### src/rtl/dmt_pkg.sv
package dmt_pkg;

    // Byte offsets within the register window
    localparam logic [7:0] OFS_CTRL   = 8'h00;
    localparam logic [7:0] OFS_MATCH  = 8'h18;
    localparam logic [7:0] OFS_COUNT  = 8'h48;
    localparam logic [7:0] OFS_STATUS = 8'h60;
    localparam int         CH_STRIDE  = 4;

    // Control word layout
    localparam int         EN_LSB     = 0;
    localparam int         EN_W       = 3;
    localparam logic [2:0] EN_ALL     = 3'b111;
    localparam int         DIV_LSB    = 16;

    typedef enum logic [0:0] {
        CH_STOP = 1'b0,
        CH_RUN  = 1'b1
    } ch_state_e;

endpackage

### src/rtl/dmt_prescaler.sv
module dmt_prescaler #(
    parameter int PSC_W = 16
) (
    input  logic             clk,
    input  logic             rst_n,
    input  logic             run,
    input  logic [PSC_W-1:0] div,
    output logic             tick
);
    logic [PSC_W-1:0] phase_q;

    // Reaching or passing div ends the period (div may shrink mid-period)
    assign tick = run && (phase_q >= div);

    always_ff @(posedge clk) begin
        if (!rst_n) begin
            phase_q <= '0;
        end else if (!run || tick) begin
            phase_q <= '0;
        end else begin
            phase_q <= phase_q + 1'b1;
        end
    end

    AST_TICK_SPACING: assert property (@(posedge clk) disable iff (!rst_n)
        (tick && div != '0) |=> (!tick || div == '0));

    AST_IDLE_PHASE: assert property (@(posedge clk) disable iff (!rst_n)
        !run |=> (phase_q == '0));

endmodule

### src/rtl/dmt_channel.sv
module dmt_channel
    import dmt_pkg::*;
#(
    parameter int CNT_W = 32,
    parameter int PSC_W = 16
) (
    input  logic             clk,
    input  logic             rst_n,
    input  logic             ctrl_we,
    input  logic             match_we,
    input  logic             cnt_we,
    input  logic [31:0]      wdata,
    output logic [31:0]      ctrl_q,
    output logic [CNT_W-1:0] match_q,
    output logic [CNT_W-1:0] cnt_q,
    output logic             enabled,
    output logic             hit
);
    ch_state_e        state_q, state_d;
    logic             run;
    logic             tick;
    logic [CNT_W-1:0] cnt_inc;
    logic [PSC_W-1:0] div;

    assign enabled = (ctrl_q[EN_LSB +: EN_W] == EN_ALL);
    assign div     = ctrl_q[DIV_LSB +: PSC_W];
    assign cnt_inc = cnt_q + 1'b1;

    // Next-state logic: ARM and HALT
    always_comb begin
        state_d = state_q;
        unique case (state_q)
            CH_STOP: if (enabled)  state_d = CH_RUN;
            CH_RUN:  if (!enabled) state_d = CH_STOP;
            default: state_d = CH_STOP;
        endcase
    end

    always_ff @(posedge clk) begin
        if (!rst_n) state_q <= CH_STOP;
        else        state_q <= state_d;
    end

    // Outputs of the state machine
    always_comb begin
        run = 1'b0;
        unique case (state_q)
            CH_STOP: run = 1'b0;
            CH_RUN:  run = enabled;
            default: run = 1'b0;
        endcase
    end

    dmt_prescaler #(.PSC_W(PSC_W)) u_psc (
        .clk   (clk),
        .rst_n (rst_n),
        .run   (run),
        .div   (div),
        .tick  (tick)
    );

    always_ff @(posedge clk) begin
        if (!rst_n) begin
            ctrl_q  <= '0;
            match_q <= '0;
        end else begin
            if (ctrl_we)  ctrl_q  <= wdata;
            if (match_we) match_q <= wdata[CNT_W-1:0];
        end
    end

    always_ff @(posedge clk) begin
        if (!rst_n)      cnt_q <= '0;
        else if (cnt_we) cnt_q <= wdata[CNT_W-1:0];
        else if (tick)   cnt_q <= cnt_inc;
    end

    // Event when the stepping counter lands on the match value
    assign hit = tick && !cnt_we && (cnt_inc == match_q);

    AST_STOP_HOLDS: assert property (@(posedge clk) disable iff (!rst_n)
        (!run && !cnt_we) |=> $stable(cnt_q));

    AST_HIT_LANDS: assert property (@(posedge clk) disable iff (!rst_n)
        hit |=> (cnt_q == $past(match_q)));

    AST_ARM_TAKES: assert property (@(posedge clk) disable iff (!rst_n)
        (enabled && state_q == CH_STOP) |=> (state_q == CH_RUN));

    AST_WRITE_NO_HIT: assert property (@(posedge clk) disable iff (!rst_n)
        cnt_we |-> !hit);

endmodule

### src/rtl/dmt_status.sv
module dmt_status #(
    parameter int NUM_CH = 2
) (
    input  logic              clk,
    input  logic              rst_n,
    input  logic [NUM_CH-1:0] hit,
    input  logic              clr_we,
    input  logic [NUM_CH-1:0] clr_mask,
    output logic [NUM_CH-1:0] status_q
);
    logic [NUM_CH-1:0] clr_eff;

    assign clr_eff = clr_we ? clr_mask : '0;

    always_ff @(posedge clk) begin
        if (!rst_n) status_q <= '0;
        else        status_q <= (status_q & ~clr_eff) | hit;
    end

    for (genvar g = 0; g < NUM_CH; g++) begin : g_chk
        AST_SET_WINS: assert property (@(posedge clk) disable iff (!rst_n)
            hit[g] |=> status_q[g]);

        AST_W1C_CLEARS: assert property (@(posedge clk) disable iff (!rst_n)
            (clr_we && clr_mask[g] && !hit[g]) |=> !status_q[g]);

        AST_NO_SPURIOUS: assert property (@(posedge clk) disable iff (!rst_n)
            (!status_q[g] && !hit[g]) |=> !status_q[g]);
    end

endmodule

### src/rtl/dual_match_timer.sv
module dual_match_timer
    import dmt_pkg::*;
#(
    parameter int NUM_CH = 2,
    parameter int CNT_W  = 32,
    parameter int PSC_W  = 16
) (
    input  logic              clk,
    input  logic              rst_n,
    input  logic              reg_we,
    input  logic [7:0]        reg_addr,
    input  logic [31:0]       reg_wdata,
    output logic [31:0]       reg_rdata,
    output logic [NUM_CH-1:0] irq
);
    logic [31:0]      ctrl_arr  [NUM_CH];
    logic [CNT_W-1:0] match_arr [NUM_CH];
    logic [CNT_W-1:0] cnt_arr   [NUM_CH];
    logic [7:0]       a_ctrl    [NUM_CH];
    logic [7:0]       a_match   [NUM_CH];
    logic [7:0]       a_cnt     [NUM_CH];
    logic [NUM_CH-1:0] en_vec;
    logic [NUM_CH-1:0] hit_vec;
    logic [NUM_CH-1:0] status_q;
    logic              status_we;

    for (genvar g = 0; g < NUM_CH; g++) begin : g_ch
        localparam logic [7:0] STEP = 8'(CH_STRIDE * g);

        assign a_ctrl[g]  = OFS_CTRL  + STEP;
        assign a_match[g] = OFS_MATCH + STEP;
        assign a_cnt[g]   = OFS_COUNT + STEP;

        dmt_channel #(.CNT_W(CNT_W), .PSC_W(PSC_W)) u_ch (
            .clk      (clk),
            .rst_n    (rst_n),
            .ctrl_we  (reg_we && reg_addr == a_ctrl[g]),
            .match_we (reg_we && reg_addr == a_match[g]),
            .cnt_we   (reg_we && reg_addr == a_cnt[g]),
            .wdata    (reg_wdata),
            .ctrl_q   (ctrl_arr[g]),
            .match_q  (match_arr[g]),
            .cnt_q    (cnt_arr[g]),
            .enabled  (en_vec[g]),
            .hit      (hit_vec[g])
        );

        assign irq[g] = status_q[g] & en_vec[g];

        AST_IRQ_NEEDS_PENDING: assert property (@(posedge clk) disable iff (!rst_n)
            (irq[g] && !(reg_we && reg_addr == OFS_STATUS && reg_wdata[g])) |=> status_q[g]);
    end

    assign status_we = reg_we && (reg_addr == OFS_STATUS);

    dmt_status #(.NUM_CH(NUM_CH)) u_status (
        .clk      (clk),
        .rst_n    (rst_n),
        .hit      (hit_vec),
        .clr_we   (status_we),
        .clr_mask (reg_wdata[NUM_CH-1:0]),
        .status_q (status_q)
    );

    always_comb begin
        reg_rdata = '0;
        if (reg_addr == OFS_STATUS) reg_rdata = 32'(status_q);
        for (int i = 0; i < NUM_CH; i++) begin
            if (reg_addr == a_ctrl[i])  reg_rdata = ctrl_arr[i];
            if (reg_addr == a_match[i]) reg_rdata = 32'(match_arr[i]);
            if (reg_addr == a_cnt[i])   reg_rdata = 32'(cnt_arr[i]);
        end
    end

endmodule

### config.mk
export PLATFORM = sky130hd
export DESIGN_NAME = dual_match_timer
export DESIGN_NICKNAME = d
export VERILOG_FILES = /design/src/rtl/dmt_pkg.sv /design/src/rtl/dmt_prescaler.sv /design/src/rtl/dmt_channel.sv /design/src/rtl/dmt_status.sv /design/src/rtl/dual_match_timer.sv
export SDC_FILE = /design/constraint.sdc
export NUM_CORES = 1
export LEC_CHECK = 0
export ABC_AREA = 1
export CAP_MARGIN = 5
export CELL_PAD_IN_SITES_DETAIL_PLACEMENT = 2
export CELL_PAD_IN_SITES_GLOBAL_PLACEMENT = 2
export CORE_UTILIZATION = 35
export DETAILED_ROUTE_END_ITERATION = 6
export DONT_BUFFER_PORTS = 1
export GPL_TIMING_DRIVEN = 0
export PLACE_DENSITY = 0.91
export SETUP_SLACK_MARGIN = 0.1
export SLEW_MARGIN = 0
export SYNTH_ARGS = -nofsm -noshare
export SYNTH_HDL_FRONTEND = slang
export SYNTH_SLANG_ARGS = --single-unit
### constraint.sdc
create_clock -name clk -period 2.84 [get_ports clk]
set_input_delay 0.568 -clock clk [delete_from_list [all_inputs] [get_ports clk]]
set_output_delay 0.568 -clock clk [all_outputs]
set_load 0.05 [all_outputs]
==> results.cfg, run 1 <==
[sta]
layout_setup_ws_ps = -470
tightest_slew_ps = 1290
timing.fmax_mhz = 302
fin_crit_ps = 3310
clock_skew_ps = 71.5
rsz0062_at_grt = true
drv_slew = 0
slew_headroom_pct = 13.8
setup_viol = 125
hold_violations = 0
fin_crit_sh_pct = 117

[cells_and_area]
fin_util_pct = 45.5
drive_gt1_share_pct = 17.0
multiInputGateArea_um2 = 9320
fin_nets = 2328
fin_cells = 2797
layout.area.seq_um2 = 4610
area_delta_synth_final_pct = 28.1
nFillCells = 4499

[critical_path]
cp.buffers_inverters = 1
r2r-start = g_ch[1].u_ch.cnt_q[2]
endpoint = reg_rdata[22]
critPathLaunchType = input pin
r2r_cells = 16
startpoint = reg_addr[5]
critPathKind = input pin to output port
path_cells = nor4_4 > nand2_2 > inv_2 > nand2_1 > o211ai_1 > a21oi_1 > o211ai_1
cpMostUsedCell = o211ai_1
endpoint_kind = output port
rr_endpoint = u_status.status_q[1]
critPathRequiredTime_ps = 2270
critPathSlowestCell = nor4_4
critical_path.top_delay_family = simple AND/OR/NAND/NOR gates
r2r_setup_slack_ps = -310
max_stage_delay_ps = 720
cp.arrival_ps = 2740
crit_fanout = 6
cp.depth = 7

[synth]
ys_seq_area_share_pct = 33.2
synth-compound-area-share_pct = 17.3
synthCells = 2167
yosysTopAreaCell = dfxtp_1
synth_most_common_cell = nand2_1
synthAdderAreaFrac_pct = 3.28
synthXorXnorAreaFrac_pct = 1.76
ys.warnings.count = 0
syn_nets = 2246
ys_types = 44
synth_common_cells = 642 x nand2_1, 230 x inv_1, 228 x dfxtp_1
synthMuxAreaShare_pct = 0
syn_area_per_cell_um2 = 6.34
ys_top_cells_by_area = dfxtp_1 33%, nand2_1 18%, inv_1 6.3%, nand3_1 6.2%, nor2_1 6.0%
yosysTopAreaCellShare_pct = 33.2
synth_top_family_by_area = simple AND/OR/NAND/NOR gates
synth_edf_count = 0
syn_area_um2 = 13700
synth-seq-cells = 228
synthSimpleGateAreaFrac_pct = 35.4
synth_flop_cell = dfxtp_1
async_reset_ff_share_pct = 0

[power_and_ir_drop]
power_density_nw_per_um2 = 450
power.switching_uw = 2130
intPower_uw = 5790
swShare_pct = 26.9
power_frac_seq_pct = 40.5
power.leakage_uw = 0.00642
combPwrFrac_pct = 2.8
peakVddDrop_mv = 0.516
clkPwrFrac_pct = 56.7

[floorplan]
io_pins = 77
die-area_um2 = 40000
core_region_area_um2 = 38600
core.rowCount = 72
start_util_pct = 35.5
chipWidth_um = 200
die_y_um = 200

[detailed_routing]
drt-initial-drc-count = 2891
routed_via_density = 7.05
wl_per_cell_um = 39.8
drc = 0
first_pass_iters = 5
vias = 19725
wl_um = 111000
ant_nets = 0

[clocking]
htree_levels = 1
cts_tree = yes
clkTransAtPathRegs_ps = 90
clock_sinks = 228
clkLatencyLatePin_ps = 630
cts_root_buffer = clkbuf_16
ctsHoldBuffers = 0
cts_buffer_depth = 3
numCtsBuffers = 29

[global_routing]
grt_max_degree = 14
overflow = 0
grt_usage_pct = 48.6
antenna_found_initial = 6
grt_pass1_wl_um = 141000
grt_pass1_vias = 20374

[run]
cap_violations = 0

[placement]
place_inst = 2685
dpl.hpwl_um = 54800
routabilityCongestion = 0.950
port_buffers = 0

[min_path]
hold_path.class = input pin to flip-flop

[run_status]
status = complete, but fails checks
violations = setup timing
==> kinds of logic (layout without fill, tap and decap cells) <==
kind of cell / after synthesis / in the layout
other: 0 / 9
and+or+nand+nor: 1134 / 1134
xor gates and xnor gates: 26 / 26
DFF: 228 / 228
AOI/OAI and AO/OA: 420 / 420
adders and majority gates: 36 / 36
buffers and inverters: 323 / 426
==> layout by cell type (no fill, tap or decap), drive strengths merged <==
| cell type | n |
|---|---|
| nand2 | 652 |
| clkinv | 5 |
| and3 | 3 |
| ha | 36 |
| clkbuf | 96 |
| o21ai | 145 |
| o21bai | 1 |
| a31oi | 59 |
| a21oi | 148 |
| dfxtp | 228 |
| nor3b | 12 |
| o2111ai | 23 |
| clkinvlp | 3 |
| nor3 | 15 |
| a22oi | 3 |
| xor2 | 20 |
| diode | 9 |
| or2 | 4 |
| a21o | 3 |
| nand3 | 170 |
| nor4 | 4 |
| inv | 235 |
| nand4 | 17 |
| nor2 | 249 |
| bufinv | 6 |
| a211oi | 11 |
| and2 | 2 |
| nand3b | 6 |
| o211ai | 6 |
| buf | 81 |
| o22ai | 9 |
| xnor2 | 5 |
| xnor3 | 1 |
| a221oi | 12 |
==> flip-flops by register name, indices dropped and copies added (netlist names) <==
name and cells:
g_ch.u_ch.cnt_q 64, u_status.status_q 2, g_ch.u_ch.u_psc.phase_q 32, g_ch.u_ch.match_q 64
g_ch.u_ch.ctrl_q 64, g_ch.u_ch.state_q 2
==> worst min-delay path by stage <==
stage / from / end / depth (start not counted)
after global placement: g_ch[0].u_ch.u_psc.phase_q[0] / g_ch[0].u_ch.u_psc.phase_q[0] / 1
after global routing: reg_wdata[12] / g_ch[0].u_ch.cnt_q[12] / 2
after floorplan: g_ch[0].u_ch.u_psc.phase_q[0] / g_ch[0].u_ch.u_psc.phase_q[0] / 1
after detailed placement: g_ch[0].u_ch.u_psc.phase_q[0] / g_ch[0].u_ch.u_psc.phase_q[0] / 1
after CTS: reg_wdata[4] / g_ch[1].u_ch.ctrl_q[4] / 2
final: reg_wdata[0] / g_ch[1].u_ch.cnt_q[0] / 2
==> power groups by stage <==
| stage | clock network [µW] | logic (µW) | registers (µW) |
|---|---|---|---|
| after floorplan | 0 | 95.4 | 3280 |
| after global placement | 0 | 152 | 3280 |
| after detailed placement | 0 | 163 | 3280 |
| after CTS | 4240 | 184 | 3210 |
| after global routing | 4480 | 225 | 3200 |
| final | 4490 | 225 | 3200 |
==> area by class of cell <==
class	instances	area share, %
clock buffer	41	4.67
timing repair buffer	52	2.49
buffer	84	3.46
tap	518	3.69
clock inverter	11	1.18
antenna	9	0.128
multi-input combinational	1616	53.0
inverter	238	5.18
sequential	228	26.2
==> stage by stage <==
stage / hold WS (ps) / total power (µW) / setup WS (ps) / TNS (ps) / instance area (µm²)
2_1_floorplan: 430 / 3370 / 57.1 / 0 / 13800
3_3_place_gp: 444 / 3430 / -1020 / -30380 / 14400
3_5_place_dp: 476 / 3440 / -1100 / -39500 / 14400
4_1_cts: 131 / 7640 / -130 / -417 / 16600
5_1_grt: 138 / 7910 / -400 / -15660 / 17600
6_report: 105 / 7920 / -470 / -17970 / 17600
==> routing by layer <==
layer  vias to the layer above  share of wire [%]  track usage (%)
met5                         -              0.024                0
met2                      1969                 42             74.7
met4                         4                 11             41.1
met3                       915                 13             17.0
li1                       7281                  -                -
met1                      9556                 34             53.8
==> repair_timing <==
| item | CTS | global route |
|---|---|---|
| setup buffers | 17 | 34 |
| cloned | 1 | 0 |
| setup endpoints to repair | 115 | 131 |
| resized for setup | 189 | 203 |
| pin swaps | 29 | 69 |
No activity file was read; power rests on OpenSTA's default activity.
==> run 2, diff against run 1 <==
- PLACE_DENSITY: 0.91 -> 0.92
- SYNTH_HIERARCHICAL: not set -> 1
==> results.cfg, run 2 <==
[run_status]
status = complete, but fails checks
violations = setup timing

[power_and_ir_drop]
power_density_nw_per_um2 = 439
peakVddDrop_mv = 0.888
swShare_pct = 27.3
intPower_uw = 5660
power.leakage_uw = 0.00706
clkPwrFrac_pct = 56.0
power.switching_uw = 2130
power_frac_seq_pct = 41.0
combPwrFrac_pct = 3.0

[global_routing]
overflow = 0
grtUsageMet2_pct = 77.3
grt_pass1_wl_um = 149000
antenna_found_initial = 11
grt_usage_pct = 48.5
grt_max_degree = 15
top_usage_layer = met2
grt_pass1_vias = 21966
gr-usage-met3_pct = 14.2
use_met1_pct = 51.9

[floorplan]
core_region_area_um2 = 40800
start_util_pct = 35.5
core.rowCount = 74
die_y_um = 205
die-area_um2 = 42200
io_pins = 77
chipWidth_um = 205

[detailed_routing]
routed_via_density = 6.93
first_pass_iters = 6
drc = 0
ant_nets = 0
wl_um = 116000
drt-initial-drc-count = 2488
wl_per_cell_um = 38.5
vias = 20947

[critical_path]
cp.arrival_ps = 4050
critPathRequiredTime_ps = 3380
crit_fanout = 5
critPathLaunchType = flip-flop
critPathKind = flip-flop to flip-flop
endpoint_kind = flip-flop

[cells_and_area]
layout.area.seq_um2 = 4640
fin_nets = 2542
nFillCells = 4913
final_cell_mix = 661 x nand2_1, 384 x nor2_1, 218 x inv_1
largestRegisters = g_ch.u_ch/cnt_q (64), g_ch.u_ch/ctrl_q (64), g_ch.u_ch/match_q (64)
area_delta_synth_final_pct = 22.6
drive_gt1_share_pct = 15.9
final_common_cell = nand2_1
multiInputGateArea_um2 = 9380
fin_cells = 3022

[sta]
tightest_slew_ps = 1130
setup_viol = 59
layout_setup_ws_ps = -669
drv_slew = 0
hold_violations = 0
fin_crit_ps = 3510
fin_crit_sh_pct = 124
rsz0062_at_grt = true
clock_skew_ps = 27.7
slew_headroom_pct = 24.5
timing.fmax_mhz = 285

[synth]
synthCells = 2383
ys_types = 37
synth_flop_cell = dfxtp_1
syn_area_um2 = 14500
synth-seq-cells = 228
synth_edf_count = 0
syn_nets = 2462
yosysTopAreaCell = dfxtp_1
ys_top_cells_by_area = dfxtp_1 32%, nand2_1 18%, nor2_1 11%, nand3_1 7.2%, inv_1 6.1%
ys_seq_area_share_pct = 31.5
synth_common_cells = 705 x nand2_1, 435 x nor2_1, 237 x inv_1
syn_area_per_cell_um2 = 6.08
yosysTopAreaCellShare_pct = 31.5
ys.warnings.count = 6
async_reset_ff_share_pct = 0
synth_most_common_cell = nand2_1

[placement]
dpl.hpwl_um = 60400
place_inst = 2915
port_buffers = 0
routabilityCongestion = 0.974
place_ws_ps = -971

[run]
cap_violations = 0

[clocking]
cts_buffer_depth = 3
cts_tree = yes
clkTransAtPathRegs_ps = 80
cts_root_buffer = clkbuf_16
clkLatencyLatePin_ps = 620
clock_sinks = 228
numCtsBuffers = 30
htree_levels = 1

[min_path]
hold_path.class = input pin to flip-flop
==> run 2: cell types whose count changed in the layout (fill, tap and decap cells not counted), moves of 23 or more <==
cell       before  now
nand2_1       615  661
nand4_1        17   40
nor2_1        186  384
o2111ai_4      23    0
a21oi_1       137   42
nand3_1       162  201
==> run 2: path summary, 6_finish.rpt <==
kind	slack (ps)	cells past startpoint	from	endpoint
setup / recovery	-670	16	g_ch[1].u_ch/cnt_q[11]	u_status/status_q[1]
hold / removal	120	2	reg_wdata[14]	g_ch[0].u_ch/cnt_q[14]
setup reg to reg	-670	16	g_ch[1].u_ch/cnt_q[11]	u_status/status_q[1]
hold reg to reg	470	1	g_ch[0].u_ch/u_psc/phase_q[0]	g_ch[0].u_ch/u_psc/phase_q[0]
==> run 2: layout make-up <==
type | count | share of cell area [%]
Clock buffer | 43 | 5.18
Timing Repair Buffer | 50 | 2.80
Antenna cell | 7 | 0.0986
Buffer | 90 | 3.28
Multi-Input combinational cell | 1817 | 52.8
Tap cell | 532 | 3.75
Clock inverter | 9 | 0.556
Inverter | 246 | 5.38
Sequential cell | 228 | 26.1
==> run 2: power groups by stage <==
stage               clock network [µW]  logic (µW)  registers, µW
floorplan                            0        90.4           3280
global placement                     0         141           3280
detailed placement                   0         152           3280
CTS                               4150         183           3200
global route                      4420         229           3200
finish                            4360         234           3200
==> run 2: critical path, cell delays in order (launching register included) <==
cell	delay, ps
dfxtp_1	600
nand2_1	190
nor2_1	350
nand2_1	290
nor2_4	360
nand2_1	130
nand2_1	120
nand2_1	70
nand2_1	140
nand2_1	110
nor2_1	240
nand2_1	130
nor2_1	260
nand2_4	110
nor2_4	110
inv_2	80
a21oi_2	150
==> run 2: cell families after synthesis <==
group	count (synthesis)	synth area share, %
simple gates	1485	43.8
xor+xnor	42	2.92
buf+inv	338	9.14
fa+ha+maj	36	3.11
flops	228	31.5
compound gates	254	9.48
==> run 2: stage by stage <==
| stage | instance area, µm² | hold WS [ps] | power [µW] | utilization [%] | setup TNS, ps |
|---|---|---|---|---|---|
| floorplan | 14500 | 440 | 3370 | - | 0 |
| global placement | 15200 | 457 | 3420 | 37.1 | -56190 |
| detailed placement | 15200 | 477 | 3430 | 37.1 | -84580 |
| CTS | 17000 | 116 | 7540 | 41.7 | -383 |
| global route | 17800 | 119 | 7850 | 43.5 | -3070 |
| finish | 17800 | 116 | 7790 | 43.5 | -6090 |
==> run 2: metal layers <==
metal / part of all wire [%] / wire, µm / up-vias
met5: 0.088 / 103 / -
met4: 12 / 14000 / 8
met3: 13 / 14800 / 1096
met2: 43 / 49500 / 2146
met1: 33 / 38100 / 9958
li1: - / - / 7739
==> run 2: what timing repair did <==
item	4_1_cts	5_1_grt
gates resized for setup	178	185
gates cloned	2	1
endpoints found under the setup margin	131	145
setup buffers	35	12
hold buffers	0	0
pin swaps	50	64
